**config.mk**
```make
export PLATFORM = sky130hd
export DESIGN_NAME = tamper_guard
export DESIGN_NICKNAME = d
export VERILOG_FILES = /design/src/rtl/tamper_guard_pkg.sv /design/src/rtl/tamper_guard_ctrl.sv /design/src/rtl/tamper_guard_dp.sv /design/src/rtl/tamper_guard.sv
export SDC_FILE = /design/constraint.sdc
export NUM_CORES = 1
export LEC_CHECK = 0
export ABC_AREA = 1
export BUFFER_PORTS_ARGS = -buffer_cell sky130_fd_sc_hd__buf_4
export CAP_MARGIN = 20
export CORE_AREA = 2 2 72 60
export DETAILED_ROUTE_END_ITERATION = 16
export DIE_AREA = 0 0 74 62
export PLACE_DENSITY_LB_ADDON = 0.25
export SYNTH_ARGS = -nofsm -noshare
export SYNTH_HDL_FRONTEND = slang
export SYNTH_HIERARCHICAL = 1
export SYNTH_SLANG_ARGS = --single-unit
```
**constraint.sdc**
```tcl
create_clock -name clk -period 1.15 [get_ports clk]
set_input_delay 0 -clock clk [delete_from_list [all_inputs] [get_ports clk]]
set_output_delay 0 -clock clk [all_outputs]
set_load 0.005 [all_outputs]
```
**src/rtl/tamper_guard_pkg.sv**
```systemverilog
package tamper_guard_pkg;
  localparam int DATA_W = 32;
  localparam int EVT_N = 10;
  localparam int ADDR_W = 2;
  localparam int TAMPER_N = 8;

  localparam logic [ADDR_W-1:0] ADDR_CFG = 2'd0;
  localparam logic [ADDR_W-1:0] ADDR_LOCK = 2'd1;
  localparam logic [ADDR_W-1:0] ADDR_STAT = 2'd2;
  localparam logic [ADDR_W-1:0] ADDR_IRQEN = 2'd3;

  localparam int SVF_BIT = 0;
  localparam int NVF_BIT = 1;
  localparam int TOVF_BIT = 2;
  localparam int MOVF_BIT = 3;
  localparam int TAMPER_LO = 16;
  localparam int FAIL_LOCK_BIT = 16;
  localparam int SOFT_LOCK_BIT = 29;
  localparam int HARD_LOCK_BIT = 30;

  typedef struct packed {
    logic wrCfg;
    logic wrLock;
    logic wrIrqEn;
    logic clrEvt;
    logic clrSvf;
    logic clrNvf;
    logic sysRst;
  } strobe_t;

  function automatic logic [DATA_W-1:0] evtToStat(input logic [EVT_N-1:0] e);
    logic [DATA_W-1:0] s;
    s = '0;
    for (int i = 0; i < TAMPER_N; i++) s[TAMPER_LO+i] = e[i];
    s[TOVF_BIT] = e[TAMPER_N];
    s[MOVF_BIT] = e[TAMPER_N+1];
    return s;
  endfunction

  localparam logic [DATA_W-1:0] EVT_MASK = evtToStat('1);
endpackage

```
**src/rtl/tamper_guard_ctrl.sv**
```systemverilog
module tamper_guard_ctrl
  import tamper_guard_pkg::*;
(
  input  logic              clk,
  input  logic              batPorN,
  input  logic              wrEn,
  input  logic [ADDR_W-1:0] addr,
  input  logic [DATA_W-1:0] wrData,
  input  logic              sysPor,
  input  logic              svf,
  input  logic              nvf,
  input  logic              evtStatZero,
  input  logic              cfgLocked,
  output strobe_t           stb
);
  logic busWr;

  always_comb begin
    busWr       = wrEn && !sysPor;
    stb         = '0;
    stb.sysRst  = sysPor;
    stb.wrCfg   = busWr && (addr == ADDR_CFG) && !cfgLocked;
    stb.wrLock  = busWr && (addr == ADDR_LOCK);
    stb.wrIrqEn = busWr && (addr == ADDR_IRQEN);
    stb.clrEvt  = busWr && (addr == ADDR_STAT);
    stb.clrSvf  = stb.clrEvt && wrData[SVF_BIT] && nvf && evtStatZero;
    stb.clrNvf  = stb.clrEvt && wrData[NVF_BIT] && !svf;
  end

  // writes are dropped in a system reset cycle
  p_sysrst_no_write_r8: assert property (@(posedge clk) disable iff (!batPorN)
    sysPor |-> !(stb.wrCfg || stb.wrLock || stb.clrEvt || stb.wrIrqEn));
endmodule

```
**src/rtl/tamper_guard_dp.sv**
```systemverilog
module tamper_guard_dp
  import tamper_guard_pkg::*;
(
  input  logic              clk,
  input  logic              batPorN,
  input  strobe_t           stb,
  input  logic [EVT_N-1:0]  evt,
  input  logic [ADDR_W-1:0] addr,
  input  logic [DATA_W-1:0] wrData,
  output logic [DATA_W-1:0] rdData,
  output logic              svf,
  output logic              nvf,
  output logic              evtStatZero,
  output logic              cfgLocked,
  output logic              svIrq,
  output logic              cntFreeze
);
  logic [EVT_N-1:0]  cfg;
  logic [DATA_W-1:0] evtStat;
  logic              softLock, hardLock, failLock, irqEn;
  logic [EVT_N-1:0]  hit;
  logic [DATA_W-1:0] clrMask;

  assign hit         = evt & cfg;
  assign clrMask     = stb.clrEvt ? (wrData & EVT_MASK) : '0;
  assign evtStatZero = (evtStat == '0);
  assign cfgLocked   = softLock || hardLock;

  always_ff @(posedge clk or negedge batPorN) begin
    if (!batPorN) begin
      cfg      <= '0;
      evtStat  <= '0;
      softLock <= 1'b0;
      hardLock <= 1'b0;
      failLock <= 1'b0;
      irqEn    <= 1'b0;
      svf      <= 1'b0;
      nvf      <= 1'b1;
    end else begin
      if (stb.wrCfg) cfg <= wrData[EVT_N-1:0];
      if (stb.sysRst) softLock <= 1'b0;
      else if (stb.wrLock && wrData[SOFT_LOCK_BIT]) softLock <= 1'b1;
      if (stb.wrLock && wrData[HARD_LOCK_BIT]) hardLock <= 1'b1;
      if (stb.wrLock && wrData[FAIL_LOCK_BIT]) failLock <= 1'b1;
      if (stb.sysRst) irqEn <= 1'b0;
      else if (stb.wrIrqEn) irqEn <= wrData[0];
      evtStat <= (evtStat & ~clrMask) | evtToStat(hit);
      svf     <= (svf && !stb.clrSvf) || (|hit);
      if (stb.sysRst && svf && !failLock) nvf <= 1'b1;
      else if (stb.clrNvf) nvf <= 1'b0;
    end
  end

  always_comb begin
    unique case (addr)
      ADDR_CFG:  rdData = {{(DATA_W-EVT_N){1'b0}}, cfg};
      ADDR_LOCK: begin
        rdData = '0;
        rdData[SOFT_LOCK_BIT] = softLock;
        rdData[HARD_LOCK_BIT] = hardLock;
        rdData[FAIL_LOCK_BIT] = failLock;
      end
      ADDR_STAT: begin
        rdData = evtStat;
        rdData[SVF_BIT] = svf;
        rdData[NVF_BIT] = nvf;
      end
      default:   rdData = {{(DATA_W-1){1'b0}}, irqEn};
    endcase
  end

  assign svIrq     = svf && irqEn;
  assign cntFreeze = svf;

  // an enabled active event forces the violation flag
  p_hit_sets_svf_r2: assert property (@(posedge clk) disable iff (!batPorN)
    (|(evt & cfg)) |=> svf);
  // a locked enable register holds its value
  p_cfg_locked_r3: assert property (@(posedge clk) disable iff (!batPorN)
    (softLock || hardLock) |=> $stable(cfg));
  // hard locks are sticky until battery reset
  p_hard_sticky_r4: assert property (@(posedge clk) disable iff (!batPorN)
    (hardLock && failLock) |=> (hardLock && failLock));
  // violation clears only from non-valid with empty event status
  p_svf_clear_r6: assert property (@(posedge clk) disable iff (!batPorN)
    $fell(svf) |-> ($past(nvf) && ($past(evtStat) == '0)));
  // non-valid clears only after the violation is gone
  p_nvf_clear_r7: assert property (@(posedge clk) disable iff (!batPorN)
    $fell(nvf) |-> !$past(svf));
endmodule

```
**src/rtl/tamper_guard.sv**
```systemverilog
module tamper_guard
  import tamper_guard_pkg::*;
(
  input  logic              clk,
  input  logic              batPorN,
  input  logic              sysPor,
  input  logic [EVT_N-1:0]  evt,
  input  logic              wrEn,
  input  logic [ADDR_W-1:0] addr,
  input  logic [DATA_W-1:0] wrData,
  output logic [DATA_W-1:0] rdData,
  output logic              svIrq,
  output logic              cntFreeze
);
  strobe_t stb;
  logic svf, nvf, evtStatZero, cfgLocked;

  tamper_guard_ctrl u_ctrl (
    .clk(clk), .batPorN(batPorN), .wrEn(wrEn), .addr(addr), .wrData(wrData),
    .sysPor(sysPor), .svf(svf), .nvf(nvf), .evtStatZero(evtStatZero),
    .cfgLocked(cfgLocked), .stb(stb)
  );

  tamper_guard_dp u_dp (
    .clk(clk), .batPorN(batPorN), .stb(stb), .evt(evt), .addr(addr),
    .wrData(wrData), .rdData(rdData), .svf(svf), .nvf(nvf),
    .evtStatZero(evtStatZero), .cfgLocked(cfgLocked), .svIrq(svIrq),
    .cntFreeze(cntFreeze)
  );
endmodule

```
Word-level counts from Yosys, hierarchy flattened

Cells that the tools add are included.

Reductions and logical operators: 31
Mux-type cells: 8
Bitwise operators: 4
Equality and inequality tests: 3

Operators with widths:

| kind                                                | count |
|---|---|
| case mux 32 bit (3 select lines)                    | 1 |
| bitwise AND 32 bit                                  | 1 |
| zero test 32 bit                                    | 1 |
| inverter 32 bit                                     | 1 |
| OR 32 x 24 -> 32 bit                                | 1 |
| two-way mux 24 bit                                  | 1 |
| logical AND 1 bit                                   | 18 |
| bitwise AND 10 bit                                  | 1 |
| OR reduction 10 bit                                 | 1 |
| two-way mux 1 bit                                   | 6 |
| nonzero test 2 bit                                  | 3 |
| zero test 1 bit                                     | 5 |
| equality test 2 bit, second input constant          | 2 |
| equality test 2 x 1 -> 1 bit, second input constant | 1 |
| zero test 2 bit                                     | 1 |
| logical OR 1 bit                                    | 2 |

Output and inout bits: 34
Input port bits: 48
Register bits: 48
Word-level logic and storage cells: 54

Longest topological paths before layout

Gate-level depths: netlist of the first run.

Depth after elaboration: 9
Gate-level depth with buffers: 8
Mapped depth without buffers: 8

Hierarchy

Netlist of the first run, hierarchy kept.

Modules (own cells, without submodules):

| module            | times used | area each (µm²) | sequential area each (µm²) | cells each |
|---|---|---|---|---|
| tamper_guard_dp   | 1          | 1373.8          | 651.9                      | 185 |
| tamper_guard_ctrl | 1          | 86.3            | 0.0                        | 20 |

Worst setup path before layout of the first run

OpenSTA, ideal clock, no wires.

Path type: register -> register
From: register u_dp.softLock
To: register u_dp.cfg[0]
Path slack: 21 ps
Cell stages (with the launch flop): 7
Path buffers: 1
Clock period less this slack: 1129 ps
Data arrival time: 1006 ps
Library setup time: 123 ps
Required time: 1027 ps
Cell sequence: dfrtp_1 -> inv_1 -> nand2_1 -> or2_1 -> nor2_1 -> buf_2 -> a21oi_1

RTL lines:

| what                     | RTL line              | RTL |
|---|---|---|
| start: declaration       | tamper_guard_dp.sv:20 | `logic softLock, hardLock, failLock, irqEn;` |
| start signal: assignment | tamper_guard_dp.sv:33 | `softLock <= 1'b0;` |
| start signal: assignment | tamper_guard_dp.sv:41 | `if (stb.sysRst) softLock <= 1'b0;` |
| start signal: assignment | tamper_guard_dp.sv:42 | `else if (stb.wrLock && wrData[SOFT_LOCK_BIT]) softLock <= 1'b1;` |
| end signal: assignment   | tamper_guard_dp.sv:40 | `if (stb.wrCfg) cfg <= wrData[EVT_N-1:0];` |
| end: declaration         | tamper_guard_dp.sv:18 | `logic [EVT_N-1:0] cfg;` |

==> results of run 1 <==
-- synthesized netlist by cell type (all sizes together) --
cell type / instances / area (um^2)
dfrtp: 25 / 626
conb: 1 / 3.75
or2: 1 / 6.26
a211oi: 1 / 7.51
o211ai: 1 / 7.51
nor2: 31 / 119
a21oi: 2 / 10.0
nand3: 7 / 35.0
o21ai: 11 / 55.1
dfstp: 1 / 26.3
nor3: 1 / 5.00
nand2: 68 / 260
o22ai: 3 / 37.5
inv: 33 / 124
buf: 18 / 131
nand4: 1 / 6.26
-- registers in the layout (all words and copies together), names as in the netlist --
register	count
u_dp/nvf	1
u_dp/irqEn	1
u_dp/evtStat	10
u_dp/failLock	1
u_dp/softLock	1
u_dp/cfg	10
u_dp/cntFreeze	1
u_dp/hardLock	1
-- power by group through the flow --
stage,Combinational (mW),Sequential [mW],Clock (mW)
final,0.453,0.956,0.525
after global routing,0.503,0.960,0.564
after CTS,0.446,0.955,0.554
after detailed placement,0.362,0.973,0
after global placement,0.360,0.972,0
after floorplan,0.160,0.970,0
-- layer usage --
layer	part of all wire	vias up	GRT usage
li1	-	794	-
met1	0.46	704	0.239
met2	0.48	46	0.314
met3	0.057	2	0.0468
met4	0.0052	0	0.0286
met5	0	-	0
-- critical path, cell delays in order (launching register included) --
cell and delay, ps:
dfrtp_1 370, inv_1 80, nand2_2 60, or2_4 250, nor2_4 190, buf_6 160, nand2_1 50, o21ai_1 70
-- cell type report --
type                       count  area [um^2]
fill                         376         1550
timing repair buffer         105          878
sequential                    26          652
multi-input combinational    139          651
inverter                      33          124
tap                           57         71.3
clock buffer                   4         45.0
-- metrics by stage --
| step | cell area (um^2) | TNS, ps | util |
|---|---|---|---|
| 2_1_floorplan | 1500 | 0 | - |
| 4_1_cts | 2340 | -761 | 0.589 |
| 3_5_place_dp | 1960 | -828 | 0.494 |
| 6_report | 2420 | -1340 | 0.610 |
| 5_1_grt | 2420 | -2060 | 0.610 |
| 3_3_place_gp | 1960 | -342 | 0.494 |
-- timing repair --
| action | 4_1_cts | 5_1_grt |
|---|---|---|
| hold buffers | 30 | 0 |
| setup buffers | 2 | 2 |
| endpoints found under the hold margin | 49 | 0 |
| endpoints found under the setup margin | 12 | 15 |
| gates cloned | 1 | 1 |
| pin swaps | 12 | 7 |
| resized for setup | 9 | 28 |
-- worst paths after layout --
kind / slack [ps] / from / depth (start not counted) / endpoint
worst max register to register: -140 / u_dp/hardLock / 7 / u_dp/cfg[9]
worst min register to register: 480 / u_dp/evtStat[20] / 2 / u_dp/evtStat[20]
min in group asynchronous: 180 / batPorN / 2 / u_dp/failLock
worst min-delay path: 5 / evt[1] / 3 / u_dp/evtStat[17]
max in group asynchronous: 670 / batPorN / 2 / u_dp/nvf
worst max-delay path: -140 / u_dp/hardLock / 7 / u_dp/cfg[9]
-- cells by family after synthesis --
kind of cell    share of synthesized area
compound gates                     0.0806
buf+inv                             0.175
flops                               0.446
other cells                       0.00257
simple gates                        0.296
==> flow_summary.ini, run 1 <==
[routing]
dr.pass1.iters = 4
wl_per_cell_um = 11.2
drc = 0
vias = 1546
vias_per_cell = 4.25
antenna_left = 0
drtIter0Drc = 98
wl_um = 4060

[power]
sw_frac_of_total = 0.253
p_leak_nw = 1.35
p_sw_mw = 0.490
ir_drop_mv = 0.638
power.internal_mw = 1.44
clkPwrFrac = 0.271
seqPwrFrac = 0.494
comb_power_share = 0.234
power_mw = 1.93
power.density_nw_per_um2 = 799

[die]
die-area_um2 = 4590
ioPinCount = 82
core_area_um2 = 3970
rows = 21
start_util = 0.368
fp.dieH_um = 62
die_x_um = 74

[timing]
fmax_mhz = 774
whs_ps = 5.39
maxSlewViolCount = 0
hold_viol = 0
rsz0062_at_grt = true
worst_slack_ps = -142
fin_skew_ps = 2.04
setup_viol = 11
period_needed_ps = 1290
period_share = 1.12

[clocking]
clockBufferDepth = 2
cts_sinks = 26
cts_buffers = 3
clock-root-buffer = clkbuf_8
cts_tree = built
clk_latency_ps = 260
clkTransAtPathRegs_ps = 90
htreeDepth = 1

[placed_design]
hpwl_um = 2900
dp.cells = 324
place_congestion = 0.799
preCtsSetupSlack_ps = -122
place.port_buffers = 57

[global_route]
grt_pass1_vias = 1412
grt_max_degree = 27
grt-ovfl-total = 0
antenna_found_initial = 0
track_usage = 0.182
grt_pass1_wl_um = 6240

[status]
violations = negative setup slack
outcome = finished, violations left

[layout]
final_common_cell = buf_4
syn_to_final_growth_pct = 65.8
n_antenna_cell = 0
final_nets = 356
final_cell_mix = buf_4, nand2_1, dlygate4sd3_1
stdcell_count = 364
drive_gt1_frac = 0.342

[worst_setup_path]
required_ps = 1340
cp.arrival_ps = 1490
startpoint_type = flip-flop
worstSetupPathType = reg -> reg
cp-end-kind = flip-flop
cp_max_fo = 6

[worst_hold_path]
hold_class = in -> reg

[yosys]
synthCells = 205
postSynthAreaPerCell_um2 = 7.12
yosysSeqAreaShare = 0.446
synth_area_um2 = 1460
yosysUniqueCellTypes = 22
yosysWarningCount = 6
ys_ff_latch = 26

[job]
cap_violations = 0
No activity file was read; power rests on OpenSTA's default activity.
==> inputs of run 2 (changes only) <==
==> constraint.sdc (replaced) <==
create_clock -name clk -period 1.15 [get_ports clk]
set_input_delay 0.115 -clock clk [delete_from_list [all_inputs] [get_ports clk]]
set_output_delay 0.115 -clock clk [all_outputs]
set_load 0.005 [all_outputs]
==> flow_summary.ini, run 2 (synthesis gave the netlist of run 1 again) <==
[clocking]
clock-root-buffer = clkbuf_8
clockBufferDepth = 2
clk_latency_ps = 260
cts_sinks = 26
cts_tree = built
clkTransAtPathRegs_ps = 80
htreeDepth = 1
cts_buffers = 3

[timing]
whs_ps = 36.2
rsz0062_at_grt = true
setup_viol = 16
hold_viol = 0
worst_slack_ps = -172
tns_ps = -1780
period_needed_ps = 1320
maxSlewViolCount = 0
fin_skew_ps = 3.35
fmax_mhz = 757
period_share = 1.15

[layout]
syn_to_final_growth_pct = 53.4
final_nets = 328
design_area_um2 = 2240
reg_top3 = u_dp/cfg: 10 flops, u_dp/evtStat: 10 flops
final_common_cell = buf_4
drive_gt1_frac = 0.444
stdcell_count = 336
final_cell_mix = buf_4, nand2_1, nor2_1
final_util = 0.564
n_antenna_cell = 0

[worst_setup_path]
critPathMaxStageDelay_ps = 380
cp.arrival_ps = 1520
cpMaxStageDelayCell = dfrtp_1
required_ps = 1350
cp-end-kind = flip-flop
cp_common_cell = nor2_4
cp_cell_sequence = inv_2, nand2_2, or2_4, nor2_4, buf_6, nor2_4, a21oi_2
cp_max_fo = 6
startpoint_type = flip-flop
worstSetupPathType = reg -> reg

[routing]
dr.pass1.iters = 4
wl_per_cell_um = 11.3
vias_per_cell = 4.24
vias = 1426
antenna_left = 0
drtIter0Drc = 42
wl_um = 3790
drc = 0

[global_route]
grt_pass1_wl_um = 5670
grt-ovfl-total = 0
antenna_found_initial = 0
track_usage = 0.168
grt_max_degree = 27
grt_pass1_vias = 1246

[placed_design]
place_congestion = 0.771
hpwl_um = 2890
place_area_um2 = 1980
preCtsSetupSlack_ps = -155
place.port_buffers = 57
dp.cells = 325

[die]
fp.dieH_um = 62
rows = 21
die_x_um = 74
die-area_um2 = 4590
core_area_um2 = 3970
ioPinCount = 82
start_util = 0.368

[power]
power_mw = 1.93
ir_drop_mv = 0.508
power.density_nw_per_um2 = 860
p_leak_nw = 1.27

[status]
outcome = finished, violations left
violations = negative setup slack

[worst_hold_path]
hold_class = in -> reg

[job]
cap_violations = 0
-- run 2: final timing paths --
check | start | endpoint | slack (ps) | cells past startpoint
worst min register to register | u_dp/evtStat[20] | u_dp/evtStat[20] | 480 | 2
min in group asynchronous | batPorN | u_dp/failLock | 280 | 2
worst min-delay path | sysPor | u_dp/softLock | 40 | 2
worst max-delay path | u_dp/hardLock | u_dp/cfg[0] | -170 | 7
max in group asynchronous | batPorN | u_dp/nvf | 580 | 2
worst max register to register | u_dp/hardLock | u_dp/cfg[0] | -170 | 7
-- run 2: where the power goes --
part,switching (mW),internal [mW],total (mW)
sequential,0.0165,0.940,0.957
combinational,0.187,0.209,0.395
clock,0.267,0.306,0.573
total,0.471,1.45,1.93
-- run 2: final cells by class --
type,count,area (um^2)
flip-flops and latches,26,652
fillers,402,1730
multi-input cells,139,703
well taps,57,71.3
repair buffers,77,634
inverters,33,124
clock buffers,4,55.1
-- run 2: repair_timing --
action                     4_1_cts  5_1_grt
setup endpoints to repair       16       23
buffers inserted                 2        5
gates cloned                     1        0
hold endpoints to repair        25        0
pin swaps                       14       13
hold buffers                     1        0
gates resized for setup         22       42
-- run 2: layer usage --
| metal | vias up | track usage | routed length [um] |
|---|---|---|---|
| li1 | 738 | - | - |
| met1 | 644 | 0.221 | 1700 |
| met2 | 42 | 0.278 | 1840 |
| met3 | 2 | 0.0565 | 235 |
| met4 | 0 | 0.0234 | 14 |
| met5 | - | 0 | 0 |
-- run 2: critical path: cells and delay by family, from the launching register on --
| family | cells | cell delay (ps) |
|---|---|---|
| simple gates | 4 | 530 |
| compound gates | 1 | 100 |
| buf+inv | 2 | 250 |
| flops | 1 | 380 |
